File: config.mk
export PLATFORM = sky130hd
export DESIGN_NAME = slice_sequencer
export DESIGN_NICKNAME = d
export VERILOG_FILES = /design/src/rtl/slice_sequencer.sv
export SDC_FILE = /design/constraint.sdc
export NUM_CORES = 1
export LEC_CHECK = 0
export BUFFER_PORTS_ARGS = -buffer_cell sky130_fd_sc_hd__buf_2
export CORE_MARGIN = 8
export CORE_UTILIZATION = 25
export CTS_BUF_LIST = sky130_fd_sc_hd__clkbuf_8
export DETAILED_ROUTE_END_ITERATION = 16
export PLACE_DENSITY = 0.54
export SETUP_SLACK_MARGIN = 0.02
export SLEW_MARGIN = 10
export SYNTH_ARGS = -nofsm -noshare
export SYNTH_HDL_FRONTEND = slang
export SYNTH_SLANG_ARGS = --single-unit
File: constraint.sdc
create_clock -name clk -period 2.4 [get_ports clk]
set_input_delay 0.48 -clock clk [delete_from_list [all_inputs] [get_ports clk]]
set_output_delay 0.48 -clock clk [all_outputs]
set_load 0.02 [all_outputs]
File: src/rtl/slice_sequencer.sv
module slice_sequencer #(
  parameter int CPR    = 240,
  parameter int NSLICE = 24,
  parameter int DROP_W = 8
)(
  input  logic                      clk,
  input  logic                      rst_n,
  input  logic                      enc_step,
  input  logic                      enc_index,
  input  logic                      vblank,
  input  logic                      load_done,
  input  logic                      clr_status,
  output logic [$clog2(NSLICE)-1:0] slice_num,
  output logic                      front_sel,
  output logic                      load_req,
  output logic [$clog2(NSLICE)-1:0] load_slice,
  output logic                      underrun,
  output logic [DROP_W-1:0]         drop_cnt,
  output logic                      index_lost
);
  localparam int SW  = $clog2(NSLICE);
  localparam int SPC = CPR / NSLICE;
  localparam int PW  = $clog2(SPC + 1);
  localparam int LW  = $clog2(2 * CPR + 1);
  localparam logic [SW-1:0]     LAST     = SW'(NSLICE - 1);
  localparam logic [SW-1:0]     FIRST    = SW'(1 % NSLICE);
  localparam logic [PW-1:0]     SEG_LAST = PW'(SPC - 1);
  localparam logic [LW-1:0]     LOST_AT  = LW'(2 * CPR - 1);
  localparam logic [DROP_W-1:0] DROP_MAX = '1;

  logic [2:0]    idx_sh;
  logic [PW-1:0] seg;
  logic [LW-1:0] since;
  logic [SW-1:0] nxt;
  logic          idx_edge, bnd, swap, lost_hit, bnd_pend, ready;

  assign idx_edge = idx_sh[1] & ~idx_sh[2];
  assign bnd      = enc_step & ~idx_edge & (seg == SEG_LAST);
  assign nxt      = (slice_num == LAST) ? '0 : slice_num + 1'b1;
  assign swap     = vblank & bnd_pend & ready;
  assign lost_hit = enc_step & ~idx_edge & (since == LOST_AT);

  always_ff @(posedge clk) begin
    if (!rst_n) begin
      idx_sh    <= '0;
      seg       <= '0;
      slice_num <= '0;
      since     <= '0;
    end else begin
      idx_sh <= {idx_sh[1:0], enc_index};
      if (idx_edge) begin
        seg       <= '0;
        slice_num <= '0;
        since     <= '0;
      end else if (enc_step) begin
        if (since <= LOST_AT) since <= since + 1'b1;
        if (seg == SEG_LAST) begin
          seg       <= '0;
          slice_num <= nxt;
        end else begin
          seg <= seg + 1'b1;
        end
      end
    end
  end

  always_ff @(posedge clk) begin
    if (!rst_n) begin
      front_sel  <= 1'b0;
      load_req   <= 1'b1;
      load_slice <= FIRST;
      ready      <= 1'b0;
      bnd_pend   <= 1'b0;
    end else begin
      bnd_pend <= bnd | (bnd_pend & ~swap);
      if (swap) begin
        front_sel  <= ~front_sel;
        ready      <= 1'b0;
        load_req   <= 1'b1;
        load_slice <= nxt;
      end else if (load_req && load_done) begin
        load_req <= 1'b0;
        ready    <= 1'b1;
      end
    end
  end

  always_ff @(posedge clk) begin
    if (!rst_n || clr_status) begin
      underrun   <= 1'b0;
      drop_cnt   <= '0;
      index_lost <= 1'b0;
    end else begin
      if (bnd && !ready) begin
        underrun <= 1'b1;
        if (drop_cnt != DROP_MAX) drop_cnt <= drop_cnt + 1'b1;
      end
      if (lost_hit) index_lost <= 1'b1;
    end
  end
endmodule

### After elaboration in Yosys (flattened, before gate mapping)

Cells that the tools add are included.

| storage, ports and cells | value |
|---|---|
| bits in registers | 40 |
| latch bits | 0 |
| RAM bits | 0 |
| bits in read-only memories | 0 |
| bits of input ports | 7 |
| output and inout port bits | 22 |
| word-level logic and storage cells | 46 |
| memories | 0 |

| operators by class | value |
|---|---|
| add/sub/neg operators | 4 |
| multipliers | 0 |
| div/mod/pow operators | 0 |
| order comparisons | 1 |
| equal/unequal tests | 4 |
| shift-type cells | 0 |
| mux-type cells | 2 |
| bitwise gates (word level) | 13 |
| reduce and logical (&&, ||, !) cells | 10 |

Operators by type and width:

| operator | count |
|---|---|
| $add A9 B1 Y9 const B | 1 |
| $eq A9 B9 Y1 const B | 1 |
| $le A9 B9 Y1 const B | 1 |
| $add A8 B1 Y8 const B | 1 |
| $ne A8 B8 Y1 const B | 1 |
| $and A1 B1 Y1 | 7 |
| $reduce_and A2 Y1 | 3 |
| $add A5 B1 Y5 const B | 1 |
| $eq A5 B5 Y1 const B | 1 |
| $mux W5 | 1 |
| $not A1 Y1 | 5 |
| $add A4 B1 Y4 const B | 1 |
| $eq A4 B4 Y1 const B | 1 |
| $mux W4 | 1 |
| $reduce_or A2 Y1 | 2 |
| $logic_and A1 B1 Y1 | 2 |
| $logic_not A1 Y1 | 2 |
| $logic_or A1 B1 Y1 | 1 |
| $or A1 B1 Y1 | 1 |

### Logic depth before layout (Yosys ltp)

| logic depth | value |
|---|---|
| depth after elaboration | 7 |
| depth in mapped cells | 6 |
| mapped depth without buffers | 5 |

### Worst setup path before layout

OpenSTA, ideal clock, no wires.

| timing | value |
|---|---|
| kind | input to register |
| start | in enc_step |
| end | reg drop_cnt[4] |
| library setup time | 70 ps |
| data arrival time | 1,479 ps |
| data required time | 2,330 ps |
| setup slack | 852 ps |
| stages | 5 |
| path buffers | 1 |
| cell sequence | buf_6 and2_2 nand3_2 or4_1 a21oi_1 |

| between the ends | value |
|---|---|
| word-level cells in the longest chain between the ends | 4 |

RTL lines:

| what | RTL line | text |
|---|---|---|
| start, declared | 8 | `input logic enc_step,` |
| $and A1 B1 Y1 (2 in a row) | 38 | `assign bnd = enc_step & ~idx_edge & (seg == SEG_LAST);` |
| $logic_and A1 B1 Y1 | 94 | `if (bnd && !ready) begin` |
| $reduce_and A2 Y1 (no line) | -- |  |
| end signal, assigned | 96 | `if (drop_cnt != DROP_MAX) drop_cnt <= drop_cnt + 1'b1;` |
| end, declared | 18 | `output logic [DROP_W-1:0] drop_cnt,` |

Every way passes these cells.
A chain may end at the register's enable or synchronous reset.

### Worst setup path in the final report

| timing | value |
|---|---|
| start | reg seg[1] |
| end | reg drop_cnt[4] |

| between the ends | value |
|---|---|
| word-level cells in the longest chain between the ends | 4 |

RTL lines:

| what | RTL line | text |
|---|---|---|
| start, declared | 32 | `logic [PW-1:0] seg;` |
| start signal, assigned | 61 | `seg <= seg + 1'b1;` |
| $eq A4 B4 Y1 | 38 |  |
| $and A1 B1 Y1 | 38 |  |
| $logic_and A1 B1 Y1 | 94 |  |
| $reduce_and A2 Y1 (no line) | -- |  |

Every way passes these cells.

==> results.cfg <==
[sta]
fin_tns_setup_ns = 0
max_freq_mhz = 601.3
finalSetupViolations = 0
maxSlewViolCount = 0
relSlewSlack_pct = 57.53
rsz0062_at_grt = no
clock-skew-final_ns = 0.007063
worst_slack_ns = 0.7368
fin_crit_ns = 1.663
whs_ns = 0.3988
hold_viol_final = 0
worst_pin_slew_ns = 0.6271
fin_crit_sh_pct = 69.30

[finish]
layout.nets = 236
fin_cells = 326
final_util_pct = 29.42
drive_gt1_share_pct = 19.38
final_area_um2 = 2088
final_cell_mix = dfxtp_1, buf_2, nor2_1
syn_to_final_growth_pct = 16.88
final_common_cell = dfxtp_1
num_antenna_cells = 0

[synthesis]
async_flop_share_pct = 0
synth_cells = 199
synth_area_leaders = dfxtp_1, nor2_1, a21oi_1, nand3_1, xnor2_1
syn_nets = 209
mappedNetlistArea_um2 = 1787
synth-main-ff-cell = dfxtp_1
yosysWarnings = 0
post-synth-top-area-fraction_pct = 44.82
synth_edf_count = 0
ys_ff_latch = 40
synthDistinctLibCells = 46
ys_seq_area_share_pct = 44.82
syn_avg_cell_area_um2 = 8.978
synth_top_area_cell = dfxtp_1

[floorplan]
initial_utilization_pct = 25.17
die_x_um = 100.5
fp-row-count = 31
core_um2 = 7098
pin_count = 29
die_y_um = 100.5
die_area_um2 = 10110

[setup_path]
critPathLaunchType = register
r2r_slack_ns = 0.74
r2r-end = drop_cnt[4]$_SDFFE_PP0P_
crit_required_ns = 2.62
arrival_ns = 1.88
worstPathMaxFanout = 8
critPathKind = reg -> reg
crit_path_end_kind = register
reg2reg_depth = 4
r2r-start = seg[1]$_SDFFE_PP0P_

[worst_hold_path]
hold_start = enc_index
hold_class = in -> reg
hold_path_depth = 2
whs_endpoint = idx_sh[0]$_SDFF_PN0_

[clock_network]
cts_root_buf = clkbuf_8
cts_tree = done
cts-resized-gates = 0
ctsHtreeMaxLevel = 2
cts_hold_buf = 0
cts_setup_buffers = 0
numCtsBuffers = 5
cts.sinks = 40
cts.path.max_buffers = 2
path_clk_slew_ns = 0.08
clock_latency_ns = 0.29

[job]
drv_cap = 0

[outcome]
status = finished clean

[power]
power_mw = 1.198
p_per_area_nw_per_um2 = 573.9
ir_worst_vdd_mv = 0.2672
p_leak_nw = 0.7664

[route]
ant_nets = 0
drc = 0
viasPerCell = 4.555
drt-pass1-iter-count = 4
vias = 1485
drt-wirelength-per-cell_um = 12.56
wl_um = 4095
drt_iter0_drc = 44

[grt]
grtUsageMet1_pct = 10.95
grt_pass1_wl_um = 6789
gr-usage-met2_pct = 12.21
grt_max_degree = 18
grt_use_total_pct = 8.391
grt_pass1_vias = 1407
antenna_found_initial = 0
grtUsageMet3_pct = 3.108
grt_overflow = 0
top_usage_layer = met2

[place]
dp.cells = 318
port_buffers = 28
gp_congestion = 0.7671
dp_slack_ns = 0.6470
dpl_cell_area_um2 = 1998
dp_hpwl_um = 2959
[where the power goes]
| part | internal [mW] | total (mW) | switching [mW] |
|---|---|---|---|
| Clock | 0.226 | 0.457 | 0.231 |
| Sequential | 0.674 | 0.685 | 0.0113 |
| Combinational | 0.0216 | 0.0558 | 0.0342 |
[final cells by class]
class,instances,area (um^2)
Sequential cell,40,800.8
Clock inverter,2,7.507
Tap cell,99,123.9
Fill cell,764,5010
Clock buffer,6,82.58
Multi-Input combinational cell,145,910.9
Inverter,6,22.52
Timing Repair Buffer,28,140.1
[cells by family (layout without fill, tap and decap cells)]
kind of cell	count (synthesis)	after routing	synth area share, %
buffers and inverters	14	42	4.202
AND/OR/NAND/NOR	89	89	27.45
multiplexers	3	3	1.681
adder cells (fa/ha/maj)	3	3	2.101
AO/OA/AOI/OAI	41	41	15.34
flip-flops	40	40	44.82
XOR/XNOR	9	9	4.412
[per-layer routing]
| layer | vias up | share of wire, % |
|---|---|---|
| met5 | - | 0 |
| met4 | 0 | 0.44 |
| met3 | 2 | 5.3 |
| met2 | 27 | 43 |
| met1 | 682 | 51 |
| li1 | 774 | - |
[cells in the mapped netlist (2+ instances only)]
master / instances
dfxtp_1: 40
nor2_1: 25
a21oi_1: 14
nand3_1: 13
nand2_1: 12
a211oi_1: 7
xnor2_1: 7
clkbuf_1: 5
inv_1: 5
nor3_1: 5
o21ai_0: 5
and3_1: 4
nand4_1: 4
and2_1: 3
buf_6: 3
ha_1: 3
mux2i_1: 3
nand2b_1: 3
nor2b_1: 3
o311ai_0: 3
o41ai_1: 3
a31oi_1: 2
nor3b_1: 2
or3_1: 2
xor2_1: 2
[worst max-delay path by stage]
stage,from,endpoint,slack [ns],cells past startpoint
floorplan,enc_step,drop_cnt[4]$_SDFFE_PP0P_,0.85,5
global placement,enc_step,slice_num[0]$_SDFFE_PP0P_,0.68,5
detailed placement,enc_step,drop_cnt[4]$_SDFFE_PP0P_,0.65,5
CTS,seg[1]$_SDFFE_PP0P_,drop_cnt[4]$_SDFFE_PP0P_,0.75,4
global route,drop_cnt[0]$_SDFFE_PP0P_,drop_cnt[5]$_SDFFE_PP0P_,0.61,5
finish,seg[1]$_SDFFE_PP0P_,drop_cnt[4]$_SDFFE_PP0P_,0.74,4
[worst max-delay path, stage by stage, from the launching register on]
cell     delay [ns]
dfxtp_1        0.40
nor4b_4        0.35
nand3_2        0.17
or4_1          0.52
a21oi_1        0.15
[sequential cells by signal, summed over array words and instances, names as in the netlist]
signal	flops
slice_num	5
drop_cnt	8
ready	1
index_lost	1
seg	4
load_slice	5
front_sel	1
underrun	1
bnd_pend	1
load_req	1
since	9
idx_sh	3
Note: power is estimated with default switching activity, not from simulation.
